**config.mk**
```make
export PLATFORM = sky130hd
export DESIGN_NAME = priv_mode_ctrl
export DESIGN_NICKNAME = d
export VERILOG_FILES = /design/src/rtl/priv_pkg.sv /design/src/rtl/priv_status_reg.sv /design/src/rtl/priv_mode_decode.sv /design/src/rtl/priv_access_gate.sv /design/src/rtl/priv_mode_ctrl.sv
export SDC_FILE = /design/constraint.sdc
export NUM_CORES = 1
export LEC_CHECK = 0
export BUFFER_PORTS_ARGS = -buffer_cell sky130_fd_sc_hd__buf_2
export CAP_MARGIN = 10
export CORE_MARGIN = 2
export CORE_UTILIZATION = 40
export CTS_CLUSTER_DIAMETER = 120
export DETAILED_ROUTE_END_ITERATION = 8
export HOLD_SLACK_MARGIN = 0.03
export MAX_ROUTING_LAYER = met4
export PLACE_DENSITY = 0.79
export SETUP_SLACK_MARGIN = 0.3
export SKIP_LAST_GASP = 1
export SLEW_MARGIN = 10
export SYNTH_ARGS = -nofsm -noshare
export SYNTH_HDL_FRONTEND = slang
export SYNTH_SLANG_ARGS = --single-unit
```
**constraint.sdc**
```tcl
create_clock -name clk -period 1.26 [get_ports clk]
set_input_delay 0.189 -clock clk [delete_from_list [all_inputs] [get_ports clk]]
set_output_delay 0.189 -clock clk [all_outputs]
set_load 0.005 [all_outputs]
```
**src/rtl/priv_pkg.sv**
```systemverilog
package priv_pkg;

   typedef enum logic [1:0] {
      PRIV_KERN = 2'b00,
      PRIV_SUPV = 2'b01,
      PRIV_USER = 2'b10
   } priv_mode_e;

   // status bit positions decoded by neighbouring logic
   localparam int ST_EXL = 1;
   localparam int ST_ERL = 2;
   localparam int ST_SUP = 3;
   localparam int ST_USR = 4;
   localparam int ST_UX  = 5;
   localparam int ST_SX  = 6;
   localparam int ST_KX  = 7;
   localparam int ST_BEV = 22;
   localparam int ST_PX  = 23;
   localparam int ST_CU0 = 28;
   localparam int ST_CU1 = 29;
   localparam int ST_TOP = 29;

endpackage

```
**src/rtl/priv_status_reg.sv**
```systemverilog
module priv_status_reg
   import priv_pkg::*;
#(
   parameter int          W       = 32,
   parameter logic [W-1:0] WR_MASK = 32'h36F8_FFFF,
   parameter logic [W-1:0] RST_VAL = 32'h0040_0004
) (
   input  logic         clk,
   input  logic         rst_n,
   input  logic         wr_en,
   input  logic [W-1:0] wr_data,
   input  logic         exc_set,
   input  logic         err_set,
   input  logic         dbg_set,
   input  logic         dbg_clr,
   output logic [W-1:0] st_q,
   output logic         dbg_q,
   output logic         vec_q
);

   logic [W-1:0] merged;
   logic [W-1:0] st_d;

   always_comb begin
      merged = wr_en ? ((st_q & ~WR_MASK) | (wr_data & WR_MASK)) : st_q;
      st_d   = merged;
      if (exc_set) st_d[ST_EXL] = 1'b1;
      if (err_set) begin
         st_d[ST_ERL] = 1'b1;
         st_d[ST_BEV] = 1'b1;
      end
   end

   always_ff @(posedge clk or negedge rst_n) begin
      if (!rst_n) begin
         st_q  <= RST_VAL;
         dbg_q <= 1'b0;
         vec_q <= 1'b0;
      end else begin
         st_q  <= st_d;
         dbg_q <= dbg_set | (dbg_q & ~dbg_clr);
         vec_q <= err_set;
      end
   end

endmodule

```
**src/rtl/priv_mode_decode.sv**
```systemverilog
module priv_mode_decode
   import priv_pkg::*;
(
   input  logic       exl,
   input  logic       erl,
   input  logic       dbg,
   input  logic       usr_bit,
   input  logic       sup_bit,
   output priv_mode_e mode
);

   logic trapped;

   always_comb begin
      trapped = exl | erl | dbg;
      mode    = PRIV_KERN;
      if (!trapped) begin
         unique case ({usr_bit, sup_bit})
            2'b10:   mode = PRIV_USER;
            2'b01:   mode = PRIV_SUPV;
            default: mode = PRIV_KERN;
         endcase
      end
   end

endmodule

```
**src/rtl/priv_access_gate.sv**
```systemverilog
module priv_access_gate
   import priv_pkg::*;
#(
   parameter bit HAS_WIDE = 1'b1
) (
   input  priv_mode_e mode,
   input  logic       cu0,
   input  logic       cu1,
   input  logic       ux,
   input  logic       sx,
   input  logic       kx,
   input  logic       px,
   output logic       cp0_ok,
   output logic       fpu_ok,
   output logic       wide_ok,
   output logic       kx_ok,
   output logic       sx_ok
);

   logic is_kern;
   logic is_user;

   assign is_kern = (mode == PRIV_KERN);
   assign is_user = (mode == PRIV_USER);
   assign cp0_ok  = cu0 | is_kern;
   assign fpu_ok  = cu1;

   generate
      if (HAS_WIDE) begin : g_wide
         assign wide_ok = ~is_user | px | ux;
         assign kx_ok   = is_kern & kx;
         assign sx_ok   = ~is_user & sx;
      end else begin : g_narrow
         logic unused_ok;
         assign unused_ok = &{1'b0, ux, sx, kx, px};
         assign wide_ok   = 1'b0;
         assign kx_ok     = 1'b0;
         assign sx_ok     = 1'b0;
      end
   endgenerate

endmodule

```
**src/rtl/priv_mode_ctrl.sv**
```systemverilog
module priv_mode_ctrl
   import priv_pkg::*;
#(
   parameter int           W         = 32,
   parameter logic [W-1:0] WR_MASK   = 32'h36F8_FFFF,
   parameter logic [W-1:0] RESET_VEC = 32'hBFC0_0000,
   parameter bit           HAS_WIDE  = 1'b1
) (
   input  logic         clk,
   input  logic         rst_n,
   input  logic         st_wr_en,
   input  logic [W-1:0] st_wr_data,
   input  logic         exc_entry,
   input  logic         err_entry,
   input  logic         dbg_entry,
   input  logic         dbg_exit,
   output logic [W-1:0] status_q,
   output logic [1:0]   mode,
   output logic         dbg_active,
   output logic         cp0_ok,
   output logic         fpu_ok,
   output logic         wide_ok,
   output logic         kx_ok,
   output logic         sx_ok,
   output logic         vec_load,
   output logic [W-1:0] vec_addr
);

   localparam logic [W-1:0] RST_STATUS = (W'(1) << ST_ERL) | (W'(1) << ST_BEV);
   localparam logic [W-1:0] EVT_BITS   = (W'(1) << ST_ERL) | (W'(1) << ST_BEV) |
                                         (W'(1) << ST_EXL);
   localparam logic [W-1:0] HOLD_BITS  = ~(WR_MASK | EVT_BITS);

   generate
      if (W <= ST_TOP) begin : g_bad_width
         $error("priv_mode_ctrl: W too narrow for status fields");
      end
      if (!WR_MASK[ST_SUP] || !WR_MASK[ST_USR]) begin : g_bad_mask
         $error("priv_mode_ctrl: write mask must cover both mode bits");
      end
   endgenerate

   priv_mode_e mode_e;

   priv_status_reg #(
      .W       (W),
      .WR_MASK (WR_MASK),
      .RST_VAL (RST_STATUS)
   ) i_status (
      .clk     (clk),
      .rst_n   (rst_n),
      .wr_en   (st_wr_en),
      .wr_data (st_wr_data),
      .exc_set (exc_entry),
      .err_set (err_entry),
      .dbg_set (dbg_entry),
      .dbg_clr (dbg_exit),
      .st_q    (status_q),
      .dbg_q   (dbg_active),
      .vec_q   (vec_load)
   );

   priv_mode_decode i_decode (
      .exl     (status_q[ST_EXL]),
      .erl     (status_q[ST_ERL]),
      .dbg     (dbg_active),
      .usr_bit (status_q[ST_USR]),
      .sup_bit (status_q[ST_SUP]),
      .mode    (mode_e)
   );

   priv_access_gate #(
      .HAS_WIDE (HAS_WIDE)
   ) i_gate (
      .mode    (mode_e),
      .cu0     (status_q[ST_CU0]),
      .cu1     (status_q[ST_CU1]),
      .ux      (status_q[ST_UX]),
      .sx      (status_q[ST_SX]),
      .kx      (status_q[ST_KX]),
      .px      (status_q[ST_PX]),
      .cp0_ok  (cp0_ok),
      .fpu_ok  (fpu_ok),
      .wide_ok (wide_ok),
      .kx_ok   (kx_ok),
      .sx_ok   (sx_ok)
   );

   assign mode     = mode_e;
   assign vec_addr = RESET_VEC;


   exc_sets_exl_chk: assert property (@(posedge clk) disable iff (!rst_n)
      exc_entry |=> status_q[ST_EXL]);


   err_entry_chk: assert property (@(posedge clk) disable iff (!rst_n)
      err_entry |=> (status_q[ST_ERL] && status_q[ST_BEV] && vec_load));


   unmasked_hold_chk: assert property (@(posedge clk) disable iff (!rst_n)
      1'b1 |=> ((status_q & HOLD_BITS) == $past(status_q & HOLD_BITS)));


   trap_kernel_chk: assert property (@(posedge clk) disable iff (!rst_n)
      (status_q[ST_EXL] || status_q[ST_ERL] || dbg_active) |-> (mode == 2'b00));


   mode_code_chk: assert property (@(posedge clk) disable iff (!rst_n)
      mode != 2'b11);


   kernel_cp0_chk: assert property (@(posedge clk) disable iff (!rst_n)
      (mode == 2'b00) |-> cp0_ok);


   dbg_enter_chk: assert property (@(posedge clk) disable iff (!rst_n)
      dbg_entry |=> dbg_active);


   dbg_status_chk: assert property (@(posedge clk) disable iff (!rst_n)
      (!st_wr_en && !exc_entry && !err_entry) |=> $stable(status_q));

endmodule

```
==> impl_metrics.py <==
metrics = {
    "die": {
        "io_pins": 112,
        "core_sq_um": 3690,
        "dieArea_sq_um": 4370,
        "die_x_microns": 66.1,
        "rows": 22,
        "initial_core_util": 0.419,
        "die_y_microns": 66.1,
    },
    "timing": {
        "finalHoldViolCount": 0,
        "drv_slew": 0,
        "clock_skew_ps": 0,
        "tightest_slew_ps": 600,
        "setup_violations": 7,
        "min_period_ps": 1450,
        "finalSetupTns_ps": -1060,
        "maxSlewHeadroom": 0.600,
        "finalCritPeriodShare": 1.15,
        "max_freq_mhz": 690,
        "postLayoutSetupSlackWorst_ps": -188,
        "rsz0062_at_grt": "yes",
    },
    "worst_setup_path": {
        "worstPathRequired_ps": 1070,
        "regToRegSetupSlack_ps": 150,
        "critPathMaxFanout": 2,
        "rr_startpoint": "i_status.dbg_q",
        "arrival_ps": 1260,
        "r2r_cells": 5,
        "crit_type": "register to primary output",
        "regToRegEndpoint": "i_status.dbg_q",
        "start_kind": "register",
        "end_kind": "primary output",
    },
    "clock_network": {
        "root_buffer": "clkbuf_8",
        "clockBufferDepth": 2,
        "htreeDepth": 1,
        "clkTransAtPathRegs_ps": 100,
        "tritoncts": "built",
        "cts_buffers": 3,
        "insertion_delay_ps": 270,
        "cts.sinks": 27,
    },
    "hold_path": {
        "worstHoldStart": "err_entry",
        "min_path_cells": 1,
        "hold_end": "i_status.vec_q",
        "worstHoldPathType": "input port to register",
    },
    "detailed_routing": {
        "first_iter_violations": 27,
        "drt_wl_total_mm": 2.70,
        "wire_per_inst_microns": 11.4,
        "ant_nets": 0,
        "viasPerCell": 4.05,
        "via_count": 960,
        "drt_pass1_iterations": 4,
        "drc": 0,
    },
    "yosys": {
        "synthTopCellsByArea": "dfrtp_1 41%, buf_4 24%, mux2_4 17%",
        "yosysWarnings": 0,
        "netlist_area_sq_um": 1540,
        "ys_seq_elements": 27,
        "postSynthAreaPerCell_sq_um": 12.8,
        "synthCells": 121,
        "ys_seq_area_frac": 0.439,
        "yosys.area.top_type": "dfrtp_1",
        "synth_cell_type_count": 20,
        "yosys.area.top_type_share": 0.405,
    },
    "power": {
        "vdd_drop_max_v": 0.000861,
        "power_leakage_nw": 1.01,
        "power_density_nw_per_um2": 1060,
        "finalPower_w": 0.00195,
    },
    "global_route": {
        "grt_pass1_wl_mm": 3.98,
        "gr-max-usage-layer": "met2",
        "grt_pass1_vias": 846,
        "grt_overflow": 0,
        "grt_start_max_net_pins": 28,
        "use_met2": 0.201,
        "use_met1": 0.156,
        "use_met3": 0.0426,
        "grt_usage": 0.125,
        "antenna_found_initial": 0,
    },
    "placement": {
        "gp_congestion": 0.630,
        "hpwlAfterDp_mm": 1.99,
        "portBuffers": 65,
        "dp_slack_ps": -2.89,
    },
    "final_layout": {
        "most-common-layout-cells": "65 x buf_2, 39 x conb_1, 24 x dfrtp_1",
        "area_delta_synth_final_pct": 19.2,
        "diodes": 0,
        "drive_gt1_frac": 0.577,
        "final_nets": 229,
        "final_common_cell": "buf_2",
    },
    "flow_run": {
        "max_cap_violations": 0,
    },
    "run_status": {
        "status": "complete, but fails checks",
        "violations": "negative setup slack",
    },
}
[final cells by class]
class | instances | area, sq um
Inverter | 1 | 3.75
Timing Repair Buffer | 79 | 457
Clock inverter | 1 | 8.76
Tap cell | 48 | 60.1
Fill cell | 364 | 1850
Multi-Input combinational cell | 78 | 591
Clock buffer | 3 | 41.3
Sequential cell | 27 | 679
[worst max-delay path, stage by stage, from the launching register on]
cell and delay (ps):
dfrtp_1 420, buf_4 150, buf_6 100, buf_6 100
buf_6 100, buf_2 110
[layer usage]
layer  up-vias  share of wire
met5         -              0
li1        443              -
met4         0         0.0030
met1       468           0.37
met2        47           0.55
met3         2          0.076
[sequential cells by signal, indices dropped and copies added (netlist names)]
| register | count |
|---|---|
| i_status.dbg_q | 1 |
| i_status.vec_q | 1 |
| i_status.st_q | 25 |
[through the flow]
stage               utilization  instance area, sq um  cells  hold WS, ps
detailed placement        0.453                  1670    220          238
CTS                       0.494                  1820    235         35.0
finish                    0.499                  1840    237         44.2
floorplan                     -                  1680    158         -107
global route              0.499                  1840    237         31.5
global placement          0.453                  1670    220          233
[what timing repair did]
item,4_1_cts,5_1_grt
endpoints found under the hold margin,25,0
resized for setup,4,3
buffers inserted,10,2
pin swaps,1,3
setup endpoints to repair,34,35
hold buffers,1,0
[worst max-delay path by stage]
| stage | start | end | slack (ps) |
|---|---|---|---|
| after detailed placement | i_status.dbg_q | mode[0] | -3 |
| after CTS | i_status.dbg_q | mode[0] | -220 |
| after global placement | i_status.dbg_q | mode[0] | 20 |
| after floorplan | i_status.dbg_q | mode[0] | 230 |
| after global routing | i_status.dbg_q | mode[0] | -280 |
| final | i_status.dbg_q | dbg_active | -190 |
[report_power, final]
| group | switching [W] | internal, W |
|---|---|---|
| combinational | 0.000169 | 0.000259 |
| sequential | 0.0000527 | 0.000951 |
| clock | 0.000281 | 0.000232 |
[logic make-up (layout without fill, tap and decap cells)]
kind of cell	count (synthesis)	after routing	share of synthesized area
buffers and inverters	53	84	0.274
flip-flops	27	27	0.439
multiplexers	22	22	0.202
AND/OR/NAND/NOR	10	10	0.0429
AO/OA/AOI/OAI	6	6	0.0316
other	2	39	0.00486
XOR/XNOR	1	1	0.00567
[synth_stat cells]
cell type	number
buf_4	49
dfrtp_1	25
mux2_4	17
mux2_2	5
nor2b_1	4
a211o_1	3
a21boi_0	2
buf_12	2
conb_1	2
dfstp_2	2
a21o_1	1
and2_1	1
and3b_1	1
buf_6	1
inv_1	1
nand3_1	1
nand3b_1	1
nor2_1	1
nor3_2	1
xor2_1	1
(Power assumes the default switching activity.)
